**config.mk**
```make
export PLATFORM = sky130hd
export DESIGN_NAME = simd_media_unit
export DESIGN_NICKNAME = d
export VERILOG_FILES = /design/src/rtl/simd_media_pkg.sv /design/src/rtl/simd_regfile.sv /design/src/rtl/simd_decode.sv /design/src/rtl/simd_lane_alu.sv /design/src/rtl/simd_media_unit.sv
export SDC_FILE = /design/constraint.sdc
export NUM_CORES = 2
export LEC_CHECK = 0
export CAP_MARGIN = 20
export CELL_PAD_IN_SITES_DETAIL_PLACEMENT = 0
export CELL_PAD_IN_SITES_GLOBAL_PLACEMENT = 2
export CORE_MARGIN = 5
export CORE_UTILIZATION = 35
export CTS_BUF_LIST = sky130_fd_sc_hd__clkbuf_2 sky130_fd_sc_hd__clkbuf_4 sky130_fd_sc_hd__clkbuf_8
export CTS_CLUSTER_SIZE = 16
export DETAILED_ROUTE_END_ITERATION = 8
export GPL_ROUTABILITY_DRIVEN = 0
export HOLD_SLACK_MARGIN = 0.02
export PLACE_DENSITY_LB_ADDON = 0.1
export SETUP_SLACK_MARGIN = 0.2
export SLEW_MARGIN = 20
export SYNTH_ARGS = -nofsm -noshare
export SYNTH_HDL_FRONTEND = slang
export SYNTH_SLANG_ARGS = --single-unit
```
**constraint.sdc**
```tcl
create_clock -name clk_i -period 6.1 [get_ports clk_i]
set_input_delay 0.915 -clock clk_i [delete_from_list [all_inputs] [get_ports clk_i]]
set_output_delay 0.915 -clock clk_i [all_outputs]
set_load 0.01 [all_outputs]
```
**src/rtl/simd_media_pkg.sv**
```systemverilog
package simd_media_pkg;
  localparam int XLEN  = 32;
  localparam int IDX_W = 4;
  localparam logic [5:0] GROUP_CODE = 6'h07;

  typedef enum logic [2:0] {
    OP_NEG_W  = 3'd0,
    OP_NEG_H  = 3'd2,
    OP_ABSD_B = 3'd4,
    OP_SAT_B  = 3'd6
  } media_op_e;

  typedef struct packed {
    logic             we;
    logic             rsvd;
    logic [IDX_W-1:0] dst;
    logic [IDX_W-1:0] src_b;
    logic [IDX_W-1:0] src_c;
    media_op_e        op;
  } media_dec_t;
endpackage

```
**src/rtl/simd_regfile.sv**
```systemverilog
module simd_regfile #(
  parameter int XLEN  = 32,
  parameter int IDX_W = 4
) (
  input  logic             clk_i,
  input  logic             rst_ni,
  input  logic             we_i,
  input  logic [IDX_W-1:0] wr_idx_i,
  input  logic [XLEN-1:0]  wr_data_i,
  input  logic [IDX_W-1:0] rd_b_idx_i,
  output logic [XLEN-1:0]  rd_b_o,
  input  logic [IDX_W-1:0] rd_c_idx_i,
  output logic [XLEN-1:0]  rd_c_o,
  input  logic [IDX_W-1:0] dbg_idx_i,
  output logic [XLEN-1:0]  dbg_data_o
);
  localparam int NREG = 1 << IDX_W;

  logic [XLEN-1:0] regs [1:NREG-1];

  always_ff @(posedge clk_i or negedge rst_ni) begin
    if (!rst_ni) begin
      for (int i = 1; i < NREG; i++) regs[i] <= '0;
    end else if (we_i && wr_idx_i != '0) begin
      regs[wr_idx_i] <= wr_data_i;
    end
  end

  function automatic logic [XLEN-1:0] rd(input logic [IDX_W-1:0] idx);
    return (idx == '0) ? '0 : regs[idx];
  endfunction

  assign rd_b_o     = rd(rd_b_idx_i);
  assign rd_c_o     = rd(rd_c_idx_i);
  assign dbg_data_o = rd(dbg_idx_i);

  // a committed write is visible on the next cycle
  assert_wb_lands_R10: assert property (@(posedge clk_i) disable iff (!rst_ni)
    (we_i && wr_idx_i != '0) |=> regs[$past(wr_idx_i)] == $past(wr_data_i));
endmodule

```
**src/rtl/simd_decode.sv**
```systemverilog
module simd_decode
  import simd_media_pkg::*;
(
  input  logic       clk_i,
  input  logic       rst_ni,
  input  logic       valid_i,
  input  logic [31:0] instr_i,
  output media_dec_t dec_o
);
  logic       grp_hit;
  logic [2:0] minor;
  logic       known;
  logic       pad_ok;

  assign grp_hit = (instr_i[5:0] == GROUP_CODE);
  assign minor   = instr_i[20:18];

  always_comb begin
    known  = 1'b0;
    pad_ok = 1'b0;
    case (minor)
      OP_NEG_W, OP_NEG_H: begin
        known  = 1'b1;
        pad_ok = (instr_i[25:21] == '0);
      end
      OP_ABSD_B, OP_SAT_B: begin
        known  = 1'b1;
        pad_ok = (instr_i[23:21] == '0);
      end
      default: ;
    endcase
  end

  always_comb begin
    dec_o.dst   = instr_i[9:6];
    dec_o.src_b = instr_i[13:10];
    dec_o.src_c = instr_i[17:14];
    dec_o.op    = media_op_e'(minor);
    dec_o.rsvd  = valid_i && grp_hit && !known;
    dec_o.we    = valid_i && grp_hit && known && pad_ok && (instr_i[9:6] != '0);
  end

  // a negate with any padding bit set never writes
  assert_pad_blocks_write_R4: assert property (@(posedge clk_i) disable iff (!rst_ni)
    (minor[2] == 1'b0 && instr_i[25:21] != '0) |-> !dec_o.we);
  // foreign group never writes or flags
  assert_foreign_quiet_R10: assert property (@(posedge clk_i) disable iff (!rst_ni)
    (instr_i[5:0] != GROUP_CODE) |-> !(dec_o.we || dec_o.rsvd));
endmodule

```
**src/rtl/simd_lane_alu.sv**
```systemverilog
module simd_lane_alu
  import simd_media_pkg::*;
#(
  parameter int XLEN = 32
) (
  input  media_op_e       op_i,
  input  logic [XLEN-1:0] b_i,
  input  logic [XLEN-1:0] c_i,
  output logic [XLEN-1:0] res_o
);
  localparam int NH = XLEN / 16;
  localparam int NB = XLEN / 8;

  logic [XLEN-1:0]   neg_w, neg_h, absd_b, sat_b;
  logic [2*XLEN-1:0] bc;

  assign neg_w = c_i[XLEN-1] ? (~b_i + 1'b1) : b_i;
  assign bc    = {b_i, c_i};

  for (genvar h = 0; h < NH; h++) begin : g_half
    logic [15:0] bh;
    assign bh = b_i[16*h +: 16];
    assign neg_h[16*h +: 16] = c_i[16*h + 15] ? (~bh + 16'd1) : bh;
  end

  for (genvar k = 0; k < NB; k++) begin : g_byte
    logic [7:0]  x, y;
    logic [15:0] s;
    assign x = b_i[8*k +: 8];
    assign y = c_i[8*k +: 8];
    assign absd_b[8*k +: 8] = (x >= y) ? (x - y) : (y - x);
    // pack: halfword k of {b,c} -> byte k
    assign s = bc[16*k +: 16];
    assign sat_b[8*k +: 8] = s[15] ? 8'h00 : ((|s[14:8]) ? 8'hFF : s[7:0]);
  end

  always_comb begin
    case (op_i)
      OP_NEG_W:  res_o = neg_w;
      OP_NEG_H:  res_o = neg_h;
      OP_ABSD_B: res_o = absd_b;
      OP_SAT_B:  res_o = sat_b;
      default:   res_o = '0;
    endcase
  end
endmodule

```
**src/rtl/simd_media_unit.sv**
```systemverilog
module simd_media_unit
  import simd_media_pkg::*;
(
  input  logic             clk_i,
  input  logic             rst_ni,
  input  logic             instr_valid_i,
  input  logic [31:0]      instr_i,
  input  logic             load_en_i,
  input  logic [IDX_W-1:0] load_idx_i,
  input  logic [XLEN-1:0]  load_data_i,
  input  logic [IDX_W-1:0] dbg_idx_i,
  output logic [XLEN-1:0]  dbg_data_o,
  output logic             done_o,
  output logic             reserved_o
);
  media_dec_t       dec;
  logic [XLEN-1:0]  op_b, op_c, result;
  logic             rf_we;
  logic [IDX_W-1:0] rf_idx;
  logic [XLEN-1:0]  rf_data;
  logic             done_q, rsvd_q;

  simd_decode i_decode (
    .clk_i   (clk_i),
    .rst_ni  (rst_ni),
    .valid_i (instr_valid_i),
    .instr_i (instr_i),
    .dec_o   (dec)
  );

  simd_lane_alu #(.XLEN(XLEN)) i_alu (
    .op_i  (dec.op),
    .b_i   (op_b),
    .c_i   (op_c),
    .res_o (result)
  );

  // instruction write-back has priority over the load port
  assign rf_we   = dec.we || load_en_i;
  assign rf_idx  = dec.we ? dec.dst : load_idx_i;
  assign rf_data = dec.we ? result  : load_data_i;

  simd_regfile #(.XLEN(XLEN), .IDX_W(IDX_W)) i_rf (
    .clk_i      (clk_i),
    .rst_ni     (rst_ni),
    .we_i       (rf_we),
    .wr_idx_i   (rf_idx),
    .wr_data_i  (rf_data),
    .rd_b_idx_i (dec.src_b),
    .rd_b_o     (op_b),
    .rd_c_idx_i (dec.src_c),
    .rd_c_o     (op_c),
    .dbg_idx_i  (dbg_idx_i),
    .dbg_data_o (dbg_data_o)
  );

  always_ff @(posedge clk_i or negedge rst_ni) begin
    if (!rst_ni) begin
      done_q <= 1'b0;
      rsvd_q <= 1'b0;
    end else begin
      done_q <= instr_valid_i;
      rsvd_q <= dec.rsvd;
    end
  end

  assign done_o     = done_q;
  assign reserved_o = rsvd_q;

  assert_done_follows_R10: assert property (@(posedge clk_i) disable iff (!rst_ni)
    instr_valid_i |=> done_o);
  assert_no_stray_done_R10: assert property (@(posedge clk_i) disable iff (!rst_ni)
    !instr_valid_i |=> !done_o);
  assert_rsvd_with_done_R3: assert property (@(posedge clk_i) disable iff (!rst_ni)
    reserved_o |-> done_o);
  assert_rsvd_no_write_R3: assert property (@(posedge clk_i) disable iff (!rst_ni)
    dec.rsvd |-> !dec.we);
endmodule

```
==> reports/metrics.sh <==
WORST_SLEW_PIN_SLEW_NS=1.087
P_LEAK_uW=0.01718
IO_BUFFERS=103
POSTPLACECELLAREA_MM2=0.03973
DESIGN.DIE.AREA_MM2=0.1094
TIMING.SLEW.HEADROOM_PCT=27.47
POST_ROUTE_CELLS_DRIVE_ABOVE_1_SHARE_PCT=27.39
CTS.ROOT.BUFFER_CELL='sky130_fd_sc_hd__clkbuf_8'
FLOORPLAN.CORE_AREA_MM2=0.1020
POWER.COMBINATIONAL.FRACTION_PCT=38.7
TOTAL_POWER_uW=13390
PATH_CELLS='buf_8 > buf_12 > mux2_1 > a221oi_2 > nor3_1 > a21oi_1 > ha_1 > inv_1 > fa_1 > nand3_1 > a21oi_1 > o31a_1 > buf_4 > mux2i_1 > o22ai_1 > a2111oi_0 > buf_4 > mux2i_1 > o41ai_4 > buf_12 > o21ai_0'
ROUTED-WL-MET3_MM=11.13
FINAL-SETUP-VIOL-COUNT=0
M1WIRELENGTH_MM=68.89
MOST_COMMON_LIBRARY_CELL_IN_THE_LAYOUT_IGNORING_FILL_AND_TAPS='sky130_fd_sc_hd__nand2_1'
PIN_COUNT=110
SHARE_CLK_OF_TOTAL_POWER_PCT=26.7
CLOCK_TREE.BUFFER_DEPTH=3
FINAL_MAX_SLEW_VIOL_COUNT=0
POST-DP-HPWL_MM=113.5
TIMING.CRITICAL_PATH.SLOWEST_CELL_DELAY_NS=0.65
DRT_FIRST_ITER_VIOLATIONS=3146
FF2FF_PATH_DEPTH=18
VIAS=32190
SWITCHING_SHARE_PCT=37.74
SYNTH_CELLS=3597
NUMBER_OF_ENABLE_FLIP_FLOP_CELLS_AFTER_SYNTHESIS=0
SYN_TO_FINAL_GROWTH_PCT=15.90
YOSYSWARNINGS=0
CTS_TREE='built'
CRIT_TYPE='input port to flip-flop'
GRT_USAGE_PCT=29.71
NUM_ROWS=117
FINAL_PERIOD_MINUS_WORST_SETUP_SLACK_NS=5.624
YOSYS_REGISTER_BITS=482
DRC=0
YS_DOMINANT_REG_CELL='sky130_fd_sc_hd__dfrtp_1'
TIMING.CRITICAL_PATH.ARRIVAL_NS=6.20
INITIAL_UTILIZATION_PCT=35.30
R2R-END='i_rf.regs[223]$_DFFE_PN0P_'
P_SEQ_SHARE_PCT=34.5
SEQ_AREA_FRAC_SYNTH_PCT=33.49
GRT_FIRST_PASS_WIRELENGTH_MM=238.1
DETAIL_ROUTE.WL_PER_CELL_UM=31.70
FINALCLOCKSKEW_NS=0.05515
VIA_COUNT_OF_THE_FIRST_GLOBAL_ROUTING_PASS=32380
DETAIL-ROUTE-ANTENNA-NETS=0
POSTCTSRESIZEDCELLS=0
MAX_FREQ_GHz=0.1778
POST-SYNTH-TOP-AREA-FRACTION_PCT=33.49
H_TREE_LVLS=3
CRIT_SLOWEST_CELL='sky130_fd_sc_hd__a2111oi_0'
CHIPHEIGHT_UM=330.8
HIGHEST-SIGNAL-LAYER='met5'
DR_WL_MET2_MM=74.80
DRT-VIAS-PER-INSTANCE=6.222
CELLPOWERDENSITY_mW_PER_MM2=320.8
LARGEST_DRIVER_FANOUT_ON_THE_CRITICAL_PATH=24
NETLIST_AREA_MM2=0.03602
POST-ROUTE-PERIOD-UTIL_PCT=92.20
TIMING.CRITICAL_PATH.TO_TYPE='flip-flop'
POWER_REPORT.INTERNAL_TOTAL_uW=8336
GRT_OVERFLOW=0
MIN-DELAY-PATH-CLASS='input port to asynchronous set/reset pin'
CTS.CLK_SLEW.WORST_PATHS_NS=0.06
NUMBER_OF_CLOCK_SINKS_SEEN_BY_CTS=482
FINAL_HOLD_VIOL_COUNT=0
P_SWITCHING_uW=5053
SETUP.REG_TO_REG.WORST_SLACK_NS=0.69
SYNTH_TOP_CELL_BY_AREA='sky130_fd_sc_hd__dfrtp_1'
YS_TYPES=107
INSERTION_DELAY_NS=0.77
SYNTH.AVG_CELL_AREA_UM2=10.01
DIEWIDTH_UM=330.8
DRT_PASS_1_ITERS=6
RUN_STATUS='finished clean'
WIRELENGTH_MM=164.0
WORSTPATHREQUIRED_NS=6.68
CP-START-KIND='input port'
NUMBER_OF_MAXIMUM_CAPACITANCE_CONSTRAINT_VIOLATIONS=0
GRT_ANTENNA_BEFORE_REPAIR=6
ASYNCSETRESETFLOPFRACSYNTH_PCT=100.0
TOTAL_NETS_AFTER_SYNTHESIS=3743
HOLDBUFCOUNTCTS=0
FINAL_CELL_MIX='531 x sky130_fd_sc_hd__nand2_1, 482 x sky130_fd_sc_hd__dfrtp_1, 443 x sky130_fd_sc_hd__o21ai_0'
RSZ0062_AT_GRT='false'
FINAL_NETS=3884
CTS_BUFFERS=92
POSTCTSSETUPREPAIRBUFS=0
MAXIMUM_NUMBER_OF_PINS_ON_ONE_NET_BEFORE_GLOBAL_ROUTE_REPAIR=160
POWER.IR.VDD_WORST_mV=0.1855
STDCELL_AREA_MM2=0.04174
CRITICAL_PATH.REG2REG.STARTPOINT='i_rf.regs[88]$_DFFE_PN0P_'
SYNTH_TOP_CELLS_BY_AREA='sky130_fd_sc_hd__dfrtp_1 33%, sky130_fd_sc_hd__mux4_2 17%, sky130_fd_sc_hd__o21ai_0 6.2%'
## cells in the mapped netlist (all sizes together) (12+ instances only)
master,number
nand2,547
o21ai,493
dfrtp,482
mux4,281
clkbuf,213
nor2,202
mux2,198
buf,112
mux2i,108
inv,92
a21oi,82
a221oi,75
ha,62
a31oi,59
a22o,54
nor3,53
a22oi,43
nand3,43
o221ai,37
o31ai,25
o21a,20
nand2b,19
o22ai,19
nor2b,18
xnor2,18
or3,16
and2,15
nor4,15
o211ai,15
a211oi,14
a21o,13
o2111ai,12
o31a,12
or2,12
## kinds of logic (layout without fill, tap and decap cells)
group / after synthesis / count (layout) / share of synthesized area (%)
simple gates: 975 / 975 / 11.76
mux: 587 / 587 / 26.82
other cells: 0 / 1 / 0
buf+inv: 420 / 628 / 5.277
fa+ha+maj: 70 / 70 / 2.599
compound gates: 1042 / 1042 / 19.55
xor+xnor: 21 / 21 / 0.5107
flops: 482 / 482 / 33.49
## registers in the layout (all words and copies together), names as in the netlist
name and count:
i_rf.regs 480, reserved_o 1, done_o 1
## how the worst max path moves through the flow
stage	start	end	slack [ns]	depth (start not counted)
2_1_floorplan	instr_i[14]	i_rf.regs[230]$_DFFE_PN0P_	0.20	21
3_3_place_gp	instr_i[10]	i_rf.regs[191]$_DFFE_PN0P_	-0.14	21
3_5_place_dp	instr_i[10]	i_rf.regs[223]$_DFFE_PN0P_	-0.19	21
4_1_cts	instr_i[10]	i_rf.regs[223]$_DFFE_PN0P_	0.62	21
5_1_grt	instr_i[10]	i_rf.regs[63]$_DFFE_PN0P_	0.36	21
6_report	instr_i[10]	i_rf.regs[223]$_DFFE_PN0P_	0.48	21
## worst max-delay path: cells and delay by family
| kind | cells | cell delay, ns |
|---|---|---|
| muxes | 3 | 0.74 |
| and+or+nand+nor | 2 | 0.18 |
| buffers and inverters | 6 | 1.23 |
| AOI/OAI and AO/OA | 8 | 2.36 |
| adders and majority gates | 2 | 0.74 |
## layer usage
metal  GRT usage, %  vias to the layer above
met1          39.94                    16450
met5              0                        -
met3          5.039                      347
met2          47.22                     1521
met4          13.55                        4
li1               -                    13880
## cell type report
| class | instances | area, um^2 |
|---|---|---|
| fill | 9995 | 60290 |
| antenna | 1 | 2.502 |
| sequential | 482 | 12060 |
| timing repair buffer | 372 | 3433 |
| multi-input combinational | 2695 | 22170 |
| clock inverter | 18 | 225.2 |
| inverter | 95 | 357.8 |
| clock buffer | 143 | 1780 |
| tap | 1368 | 1712 |
## per-stage QoR
stage | util [%] | hold slack (ns) | worst slack (ns) | std cells | TNS, ns
finish | 40.91 | 0.1228 | 0.4758 | 5174 | 0
global route | 40.91 | 0.1211 | 0.3614 | 5174 | 0
CTS | 40.91 | 0.08135 | 0.6159 | 5173 | 0
global placement | 38.93 | 0.4919 | -0.1417 | 5012 | -1.705
detailed placement | 38.94 | 0.5114 | -0.1855 | 5012 | -2.150
floorplan | - | 0.4744 | 0.2026 | 3597 | 0
## power groups by stage
| stage | Clock, uW | Sequential [uW] | Combinational [uW] |
|---|---|---|---|
| after CTS | 3660 | 4600 | 5170 |
| final | 3580 | 4630 | 5190 |
| after global routing | 3790 | 4720 | 5600 |
| after global placement | 0 | 4600 | 5100 |
| after detailed placement | 0 | 4650 | 5150 |
| after floorplan | 0 | 4380 | 3400 |
(Power assumes the default switching activity.)
